===== config.mk =====
export PLATFORM = sky130hd
export DESIGN_NAME = l2_irq_router
export DESIGN_NICKNAME = d
export VERILOG_FILES = /design/src/rtl/l2ir_pkg.sv /design/src/rtl/l2ir_regfile.sv /design/src/rtl/l2ir_route.sv /design/src/rtl/l2ir_wake.sv /design/src/rtl/l2_irq_router.sv
export SDC_FILE = /design/constraint.sdc
export NUM_CORES = 1
export LEC_CHECK = 0
export ABC_AREA = 1
export BUFFER_PORTS_ARGS = -buffer_cell sky130_fd_sc_hd__buf_2
export CORE_UTILIZATION = 45
export CTS_BUF_LIST = sky130_fd_sc_hd__clkbuf_4 sky130_fd_sc_hd__clkbuf_8
export CTS_CLUSTER_DIAMETER = 60
export DETAILED_ROUTE_END_ITERATION = 6
export GPL_TIMING_DRIVEN = 0
export MAX_ROUTING_LAYER = met4
export PLACE_DENSITY = 0.76
export SYNTH_ARGS = -nofsm -noshare
export SYNTH_HDL_FRONTEND = slang
export SYNTH_SLANG_ARGS = --single-unit

===== constraint.sdc =====
create_clock -name clk -period 1.5 [get_ports clk]
set_clock_uncertainty 0.2 [all_clocks]
set_input_delay 0.075 -clock clk [delete_from_list [all_inputs] [get_ports clk]]
set_output_delay 0.075 -clock clk [all_outputs]
set_load 0.01 [all_outputs]

===== src/rtl/l2ir_pkg.sv =====
package l2ir_pkg;
  localparam int REG_LSB  = 2;
  localparam int WORD_LSB = 4;
  localparam int WSEL_W   = 2;

  typedef enum logic [1:0] {
    REG_EN   = 2'd0,
    REG_STAT = 2'd1,
    REG_WAKE = 2'd2,
    REG_RSVD = 2'd3
  } reg_sel_e;
endpackage


===== src/rtl/l2ir_regfile.sv =====
module l2ir_regfile
  import l2ir_pkg::*;
#(
  parameter int NW = 3,
  parameter int WW = 32,
  parameter int AW = 8,
  parameter logic [NW*WW-1:0] FWD_INIT = '0
) (
  input  logic             clk,
  input  logic             rst,
  input  logic             wr_en,
  input  logic             rd_en,
  input  logic [AW-1:0]    addr,
  input  logic [WW-1:0]    wdata,
  input  logic [NW*WW-1:0] src_irq,
  output logic [NW*WW-1:0] en_flat,
  output logic [NW*WW-1:0] wake_flat,
  output logic [NW*WW-1:0] stat_flat,
  output logic [WW-1:0]    rdata
);
  localparam int HI_LSB = WORD_LSB + WSEL_W;

  logic [WSEL_W-1:0] word_sel;
  reg_sel_e          reg_sel;
  logic              hdr_ok;
  logic [NW-1:0]     hit;
  logic [WW-1:0]     rd_val;

  assign word_sel = addr[WORD_LSB +: WSEL_W];
  assign reg_sel  = reg_sel_e'(addr[REG_LSB +: 2]);
  assign hdr_ok   = (addr[REG_LSB-1:0] == '0) && (addr[AW-1:HI_LSB] == '0)
                    && (reg_sel != REG_RSVD);

  for (genvar w = 0; w < NW; w++) begin : g_word
    logic [WW-1:0] en_q;
    logic [WW-1:0] wake_q;
    logic [WW-1:0] stat_q;

    assign hit[w] = hdr_ok && (word_sel == WSEL_W'(w));

    always_ff @(posedge clk) begin
      if (rst) begin
        en_q   <= FWD_INIT[w*WW +: WW];
        wake_q <= '0;
      end else if (wr_en && hit[w]) begin
        if (reg_sel == REG_EN)   en_q   <= wdata;
        if (reg_sel == REG_WAKE) wake_q <= wdata;
      end
    end

    always_ff @(posedge clk) begin
      stat_q <= src_irq[w*WW +: WW];
    end

    assign en_flat[w*WW +: WW]   = en_q;
    assign wake_flat[w*WW +: WW] = wake_q;
    assign stat_flat[w*WW +: WW] = stat_q;
  end

  always_comb begin
    rd_val = '0;
    for (int w = 0; w < NW; w++) begin
      if (hit[w]) begin
        case (reg_sel)
          REG_EN:   rd_val = en_flat[w*WW +: WW];
          REG_STAT: rd_val = stat_flat[w*WW +: WW];
          REG_WAKE: rd_val = wake_flat[w*WW +: WW];
          default:  rd_val = '0;
        endcase
      end
    end
  end

  always_ff @(posedge clk) begin
    if (rst)        rdata <= '0;
    else if (rd_en) rdata <= rd_val;
  end
endmodule


===== src/rtl/l2ir_route.sv =====
module l2ir_route #(
  parameter int NW = 3,
  parameter int WW = 32,
  parameter int NP = 3,
  parameter logic [NP*NW*WW-1:0] ROUTE_MASK = '1,
  parameter logic [NP-1:0]       HAS_ROUTE  = '0
) (
  input  logic             clk,
  input  logic             rst,
  input  logic [NW*WW-1:0] stat_flat,
  input  logic [NW*WW-1:0] eff_en,
  output logic [NP-1:0]    parent_q
);
  for (genvar p = 0; p < NP; p++) begin : g_par
    logic [NW-1:0] word_hit;
    for (genvar w = 0; w < NW; w++) begin : g_w
      logic [WW-1:0] live;
      assign live = stat_flat[w*WW +: WW] & eff_en[w*WW +: WW];
      if (HAS_ROUTE[p]) begin : g_masked
        assign word_hit[w] = |(live & ROUTE_MASK[(p*NW+w)*WW +: WW]);
      end else begin : g_open
        assign word_hit[w] = |live;
      end
    end

    always_ff @(posedge clk) begin
      if (rst) parent_q[p] <= 1'b0;
      else     parent_q[p] <= |word_hit;
    end
  end
endmodule


===== src/rtl/l2ir_wake.sv =====
module l2ir_wake #(
  parameter int NW = 3,
  parameter int WW = 32
) (
  input  logic             clk,
  input  logic             rst,
  input  logic             lowpwr,
  input  logic [NW*WW-1:0] stat_flat,
  input  logic [NW*WW-1:0] wake_flat,
  output logic             wake_q
);
  always_ff @(posedge clk) begin
    if (rst) wake_q <= 1'b0;
    else     wake_q <= lowpwr && (|(stat_flat & wake_flat));
  end
endmodule


===== src/rtl/l2_irq_router.sv =====
module l2_irq_router #(
  parameter int NUM_WORDS   = 3,
  parameter int WORD_W      = 32,
  parameter int NUM_PARENTS = 3,
  parameter int ADDR_W      = 8,
  parameter logic [NUM_WORDS*WORD_W-1:0] FWD_INIT =
    {32'h0000_00F0, 32'hFFFF_0000, 32'h0000_00FF},
  parameter logic [NUM_PARENTS*NUM_WORDS*WORD_W-1:0] ROUTE_MASK =
    {32'h0000_0000, 32'h0000_0000, 32'h0000_0000,
     32'h0000_0000, 32'hFFFF_FFFF, 32'hFFFF_0000,
     32'hFFFF_FFFF, 32'h0000_0000, 32'h0000_FFFF},
  parameter logic [NUM_PARENTS-1:0] HAS_ROUTE = 3'b011
) (
  input  logic                        clk,
  input  logic                        rst,
  input  logic [NUM_WORDS*WORD_W-1:0] src_irq,
  input  logic                        lowpwr,
  input  logic                        wr_en,
  input  logic                        rd_en,
  input  logic [ADDR_W-1:0]           addr,
  input  logic [WORD_W-1:0]           wdata,
  output logic [WORD_W-1:0]           rdata,
  output logic [NUM_PARENTS-1:0]      parent_irq,
  output logic                        wake_irq
);
  localparam int SRC_W = NUM_WORDS * WORD_W;

  logic [SRC_W-1:0] en_flat;
  logic [SRC_W-1:0] wake_flat;
  logic [SRC_W-1:0] stat_flat;
  logic [SRC_W-1:0] eff_en;

  l2ir_regfile #(
    .NW(NUM_WORDS), .WW(WORD_W), .AW(ADDR_W), .FWD_INIT(FWD_INIT)
  ) u_regs (
    .clk(clk), .rst(rst), .wr_en(wr_en), .rd_en(rd_en), .addr(addr),
    .wdata(wdata), .src_irq(src_irq), .en_flat(en_flat),
    .wake_flat(wake_flat), .stat_flat(stat_flat), .rdata(rdata)
  );

  assign eff_en = lowpwr ? (en_flat | wake_flat) : en_flat;

  l2ir_route #(
    .NW(NUM_WORDS), .WW(WORD_W), .NP(NUM_PARENTS),
    .ROUTE_MASK(ROUTE_MASK), .HAS_ROUTE(HAS_ROUTE)
  ) u_route (
    .clk(clk), .rst(rst), .stat_flat(stat_flat), .eff_en(eff_en),
    .parent_q(parent_irq)
  );

  l2ir_wake #(.NW(NUM_WORDS), .WW(WORD_W)) u_wake (
    .clk(clk), .rst(rst), .lowpwr(lowpwr), .stat_flat(stat_flat),
    .wake_flat(wake_flat), .wake_q(wake_irq)
  );
endmodule


==> metrics.md, run 1 <==
| Metric | Value |
|---|---|
| Asr flop ratio synth | `0` |
| Die footprint | `30800 sq um` |
| Final Net Count | `2595` |
| Worst-skew pair later-pin latency | `0.60 ns` |
| Remaining DRCs | `12` |
| Slew Limit Headroom | `0.463` |
| Fillcell total | `2607` |
| # port buffers | `174` |
| First-pass GRT wire length | `89.5 mm` |
| Fmax | `625 MHz` |
| Routed WL | `62.2 mm` |
| HP Start | `addr[4]` |
| Hold slack | `-0.0953 ns` |
| Max Cap Violations | `0` |
| Placed Instances | `2547` |
| Slew Limit Fails | `0` |
| Post-route cell area | `19100 sq um` |
| Placed Area | `14900 sq um` |
| Routed WL per cell | `21.6 um` |
| Largest net degree at the start of global routing | `14` |
| Overflow after GRT | `0` |
| Initial antenna violation count | `0` |
| Initial DRC count | `2134` |
| Minimum clock period | `1.60 ns` |
| CORE AREA | `29600 sq um` |
| Cell area after synthesis | `13500 sq um` |
| Sequential share of the synthesized area | `0.479` |
| CP Capture Type | `register` |
| Starting Density | `0.456` |
| Layout Cells excl Fill | `2881` |
| Setup violators final | `12` |
| GRT Overall Usage | `0.405` |
| H-Tree Depth | `2` |
| Slew @ Worst Pin | `0.806 ns` |
| Clock root cell | `clkbuf_8` |
| Worst-path clk slew | `0.07 ns` |
| Share of cells above drive strength 1 | `0.208` |
| RSZ-0062 raised after global routing | `true` |
| Most used flip-flop cell after synthesis | `dfxtp_1` |
| Synth area leaders | `dfxtp_1, nand2_1, a21oi_1` |
| # hold bufs at CTS | `230` |
| Standard-cell rows | `63` |
| Worst Path Max Fanout | `3` |
| #FFs+latches synth | `324` |
| Clock Path Buffers | `3` |
| Detailed Place HPWL | `42.0 mm` |
| Final antenna diode count | `0` |
| TritonCTS clock tree | `yes` |
| Post-synth top area cell | `dfxtp_1` |
| VDD IR max | `0.847 mV` |
| Yosys warns | `0` |
| Vias in the first global route | `15400` |
| Cell area power density | `1010 nW/um^2` |
| Worst reg2reg path startpoint | `u_regs.g_word[1].stat_q[7]` |
| CP Data Required Time | `1.78 ns` |
| IO Count | `177` |
| TritonCTS Buffers | `54` |
| CP Class | `register to register` |
| Clk sink count | `324` |
| Critical path data arrival time | `1.88 ns` |
| Final hold violation count | `8` |
| Drt pass-1 iters | `7` |
| Static Leak | `8.23 nW` |
| Unique masters post-synth | `19` |
| Critical Path Source | `u_regs.g_word[1].stat_q[7]` |
| Post-synth top cells | `nand2_1, dfxtp_1, a21oi_1, inv_1, nand3_1` |
| Die Ht | `175 um` |
| Post-route ant nets | `0` |
| Die width | `175 um` |
| Post-synthesis to final-layout area growth | `41.1%` |
| Top cell type's share of synthesized area | `0.479` |
| Crit path launch type | `register` |
| Failing checks | `design-rule violations, negative hold slack, negative setup slack` |
| Synth Instances | `1983` |
| Setup ws final | `-0.101 ns` |
| Post-synth EDFFs | `0` |
| Mean post-synth cell area | `6.82 sq um` |
| Worst hold path type | `input pin to register` |
| Status | `finished, violations left` |
| Tot Pwr | `19.3 mW` |
| Final Wtd Congestion | `1.02` |
| Most common cell in the synthesized netlist | `nand2_1` |
| Routed vias | `16100` |
| Routed vias/inst | `5.60` |
| Syn Nets | `2124` |
| Final period utilization | `1.07` |
-- kinds of logic after synthesis --
kind of cell | synth area share
compound gates | 0.148
flops | 0.479
simple gates | 0.310
buf+inv | 0.0631
-- layer usage --
layer,up-vias,track usage,share of wire
li1,7292,-,-
met1,7372,0.489,0.38
met2,1179,0.625,0.44
met5,-,-,0
met4,0,0.252,0.069
met3,282,0.0745,0.11
-- report_power, final --
part           switching (mW)  total, mW  internal [mW]
registers               0.179       8.95           8.77
logic                   0.984       1.74          0.760
clock network            3.70       8.59           4.88
-- critical path, cell delays in order, from the launching register on --
cell,delay (ns)
dfxtp_4,0.36
nand2_4,0.11
nand2_4,0.06
nor2_4,0.13
nand2_1,0.06
nor2_1,0.08
nand2_1,0.08
nor2_2,0.15
nand2_2,0.10
nand2_2,0.09
nand2_1,0.06
-- worst paths after layout --
kind / to / slack, ns / cells after the start
worst min-delay path: u_regs.g_word[2].wake_q[0] / -0.1 / 5
worst max register to register: u_route.parent_q[2] / -0.10 / 10
worst max-delay path: u_route.parent_q[2] / -0.10 / 10
worst min register to register: u_regs.g_word[0].wake_q[16] / 0.26 / 2
-- stage by stage --
stage | hold slack (ns) | utilization | worst slack (ns) | setup TNS (ns)
5_1_grt | -0.0445 | 0.644 | -0.147 | -0.459
2_1_floorplan | -0.0973 | - | 0.00505 | 0
3_5_place_dp | -0.0214 | 0.503 | -1.04 | -150.88
3_3_place_gp | -0.0231 | 0.503 | -0.977 | -138.44
6_report | -0.0953 | 0.644 | -0.101 | -0.445
4_1_cts | -0.0610 | 0.628 | -0.107 | -0.278
-- sequential cells by signal, summed over array words and instances (netlist names) --
signal                cells
u_wake.wake_q             1
u_route.parent_q          3
u_regs.g_word.en_q       96
u_regs.g_word.wake_q     96
u_regs.rdata             32
u_regs.g_word.stat_q     96
-- timing repair --
| item | in CTS | in global routing |
|---|---|---|
| resized for setup | 91 | 185 |
| pin swaps | 13 | 61 |
| endpoints found under the setup margin | 165 | 123 |
| setup buffers | 4 | 7 |
| endpoints found under the hold margin | 301 | 2 |
-- cells in the final DEF, fill, tap and decap left out, types with 3 or more instances in the layout --
cell and n:
o211ai_1 33, dfxtp_4 8, buf_2 190, buf_6 5
clkbuf_8 70, clkbuf_2 27, clkinv_2 3, nand3_2 3
inv_1 101, nand2_2 58, dlygate4sd3_1 230, o21ai_0 93
dfxtp_2 55, nor2_2 12, clkbuf_1 46, nand3_1 94
nand3_4 4, a21oi_1 248, nor2_1 37, dfxtp_1 261
nand4_1 13, nand2_1 805, nor2_4 15, inv_2 5
buf_4 19, o21ai_1 9, clkbuf_4 22, nand2_4 15
-- cell type report --
cell class | instances | area (sq um) | area share
Multi-Input combinational cell | 1441 | 6620 | 0.347
Sequential cell | 324 | 6590 | 0.345
Timing Repair Buffer | 415 | 3260 | 0.171
Clock buffer | 86 | 1080 | 0.0568
Buffer | 109 | 553 | 0.0290
Tap cell | 390 | 488 | 0.0256
Inverter | 109 | 414 | 0.0217
Clock inverter | 7 | 90.1 | 0.00472
Power figures use the tool's default switching activity.
==> inputs of run 2 (changes only) <==
--- a/config.mk
+++ b/config.mk
@@ -5,7 +5,6 @@
 export SDC_FILE = /design/constraint.sdc
 export NUM_CORES = 1
 export LEC_CHECK = 0
-export ABC_AREA = 1
 export BUFFER_PORTS_ARGS = -buffer_cell sky130_fd_sc_hd__buf_2
 export CORE_UTILIZATION = 45
 export CTS_BUF_LIST = sky130_fd_sc_hd__clkbuf_4 sky130_fd_sc_hd__clkbuf_8
==> run 2 against run 1 <==
The flow finishes with violations (negative hold slack, negative setup slack). Sequential share of layout area shrank 0.30 points. Combinational power is 11% higher. First-iteration DRC count is 13% higher. Worst hold slack worse by 0.21 ns. Total power increased by 2.6%. Non-clock buffer count grew 12. Worst setup slack lost 0.62 ns. Critical path depth shrank 4. Largest cell class unchanged.
==> metrics.md, run 2 <==
| Metric | Value |
|---|---|
| Status | `finished, violations left` |
| Failing checks | `negative hold slack, negative setup slack` |
| Routed vias/inst | `6.20 (+11%)` |
| Commonest non-fill, non-tap cells in the layout | `nand2_1, dfxtp_1, dlygate4sd3_1` |
| Largest net degree at the start of global routing | `14 (unchanged)` |
| Post-synthesis to final-layout area growth | `44.7%` |
| Most used flip-flop cell after synthesis | `dfxtp_1` |
| CORE AREA | `28900 sq um (-2.6%)` |
| Final period utilization | `1.48 (+0.414)` |
| Unique masters post-synth | `33 (+14)` |
| Worst hold path type | `input pin to register` |
| Vias in the first global route | `14300 (-7.1%)` |
| RSZ-0062 raised after global routing | `true` |
| Slew Limit Headroom | `0.335 (-0.128)` |
| Remaining DRCs | `0 (-12)` |
| Mean post-synth cell area | `8.57 sq um (+26%)` |
| Worst-skew pair later-pin latency | `0.63 ns (+0.03 ns)` |
| TritonCTS clock tree | `yes` |
| Final Wtd Congestion | `1.06 (+4.3%)` |
| Setup violators final | `21 (+9)` |
| Met3 WL post-DR | `8.99 mm (+30%)` |
| Detailed Place HPWL | `44.3 mm (+5.5%)` |
| Final cell utilization of the core | `0.665 (+0.0207)` |
| Uppermost layer routed | `met4` |
| Worst-path clk slew | `0.06 ns (about the same)` |
| Clock Path Buffers | `3 (unchanged)` |
| Initial DRC count | `2402 (+13%)` |
| Asr flop ratio synth | `0 (unchanged)` |
| Post-route ant nets | `0 (unchanged)` |
| H-Tree Depth | `2 (unchanged)` |
| Crit path launch type | `register` |
| Routed WL | `66.5 mm (+7.0%)` |
| GRT Overall Usage | `0.436 (+0.0314)` |
| Routed WL per cell | `27.2 um (+26%)` |
| Synth area leaders | `dfxtp_1, nand2_1, a21oi_1` |
| Post-synth EDFFs | `0 (unchanged)` |
| Metal2 WL | `28.4 mm (+3.5%)` |
| VDD IR max | `0.705 mV (-17%)` |
| CP Data Required Time | `1.76 ns (-0.02 ns)` |
| Initial antenna violation count | `2 (+2)` |
| Syn Nets | `1688 (-21%)` |
| Minimum clock period | `2.22 ns (+0.621 ns)` |
| Drt pass-1 iters | `7 (unchanged)` |
| Routed vias | `15200 (-5.9%)` |
| Top Registers | `u_regs.g_word.en_q: 96 flops, u_regs.g_word.stat_q: 96 flops, u_regs.g_word.wake_q: 96 flops` |
| Final Net Count | `2162 (-17%)` |
| Synth Instances | `1547 (-22%)` |
| CP Class | `register to register` |
| Most common cell after layout, fill and taps aside | `nand2_1` |
| Share of cells above drive strength 1 | `0.236 (+0.0279)` |
| CP Capture Type | `register` |
| Setup ws final | `-0.722 ns (-0.621 ns)` |
| Starting Density | `0.459 (+0.00285)` |
| Slew Limit Fails | `0 (unchanged)` |
| Yosys warns | `0 (unchanged)` |
| Clk sink count | `324 (unchanged)` |
| M1 WL | `25.3 mm (+7.4%)` |
| Clock root cell | `clkbuf_8` |
| Cell area after synthesis | `13300 sq um (-2.0%)` |
| Max Cap Violations | `0 (unchanged)` |
| Slew @ Worst Pin | `0.997 ns (+0.191 ns)` |
| Static Leak | `7.50 nW (-8.9%)` |
| First-pass GRT wire length | `93.4 mm (+4.4%)` |
| TritonCTS Buffers | `54 (unchanged)` |
| Post-synth top cells | `nand2_1, dfxtp_1, a21oi_1, mux2i_1, clkbuf_1` |
| Top cell type's share of synthesized area | `0.489 (+0.00991)` |
| Die footprint | `30100 sq um (-2.0%)` |
| Fmax | `450 MHz (-28%)` |
| Sequential share of the synthesized area | `0.489 (+0.00991)` |
| Die Ht | `174 um (-1.0%)` |
| Cell area power density | `1030 nW/um^2 (+2.1%)` |
| Layout Cells excl Fill | `2447 (-15%)` |
| Standard-cell rows | `62 (-1.6%)` |
| Post-synth top area cell | `dfxtp_1` |
| Total negative slack | `-3.38 ns (-2.94 ns)` |
| # hold bufs at CTS | `233 (+1.3%)` |
| Die width | `174 um (-1.0%)` |
| Placed Instances | `2104 (-17%)` |
| Hold slack | `-0.304 ns (-0.209 ns)` |
| # port buffers | `173 (-0.57%)` |
| Final hold violation count | `43 (+35)` |
| Worst Path Max Fanout | `3 (unchanged)` |
| Critical path data arrival time | `2.48 ns (+0.60 ns)` |
| Most common cell in the synthesized netlist | `nand2_1` |
| Overflow after GRT | `0 (unchanged)` |
| #FFs+latches synth | `324 (unchanged)` |
| IO Count | `177 (unchanged)` |
-- run 2: cell families (layout without fill, tap and decap cells) --
group	after synthesis	in the layout	synth area share
AND/OR/NAND/NOR	585	585	0.198
AO/OA/AOI/OAI	424	424	0.198
buffers and inverters	118	632	0.0420
flip-flops	324	324	0.489
other	0	2	0
multiplexers	96	96	0.0725
-- run 2: timing repair --
item / CTS / global route
pin swaps: 21 / 63
gates cloned: 0 / 3
setup buffers: 5 / 5
endpoints found under the hold margin: 298 / 41
setup endpoints to repair: 94 / 172
gates resized for setup: 58 / 151
-- run 2: power by group --
part           internal [mW]  switching (mW)  leakage, nW  total [mW]
Sequential              8.76           0.236         2.66        9.00
Combinational          0.863            1.07         4.20        1.94
Clock                   5.11            3.73        0.646        8.84
-- run 2: worst paths after layout --
check,from,end,slack (ns),cells past startpoint
max reg2reg,u_regs.g_word[0].stat_q[17],u_route.parent_q[2],-0.72,6
min,addr[3],u_regs.g_word[0].en_q[31],-0.30,4
max,u_regs.g_word[0].stat_q[17],u_route.parent_q[2],-0.72,6
min reg2reg,u_regs.rdata[14],u_regs.rdata[14],0.27,2
-- run 2: critical path, cell delays in order (launching register included) --
cell	delay, ns
dfxtp_4	0.36
a22o_1	0.25
a221oi_2	0.21
nand4_1	0.20
or4_4	0.59
o21ai_4	0.19
a21oi_2	0.06
-- run 2: routing by layer --
metal,GRT usage,vias to the layer above
met3,0.114,280
met5,-,-
met2,0.637,1279
li1,-,6409
met4,0.228,0
met1,0.552,7201
-- run 2: final cells by class --
cell class	instances	area [sq um]
fill	2360	9670
multi-input combinational	1105	6730
sequential	324	6560
timing repair buffer	419	3370
clock buffer	89	1100
buffer	117	828
tap	384	480
clock inverter	7	110
antenna	2	5.00
-- run 2: metrics by stage --
step	hold slack [ns]	worst slack [ns]	cell area [sq um]	power (mW)
3_3_place_gp	-0.0222	-0.838	14900	10.4
2_1_floorplan	-0.0973	-0.384	13500	9.63
4_1_cts	-0.323	-0.638	18600	19.5
6_report	-0.304	-0.722	19200	19.8
3_5_place_dp	-0.0214	-0.814	14900	10.4
5_1_grt	-0.301	-0.723	19200	20.2
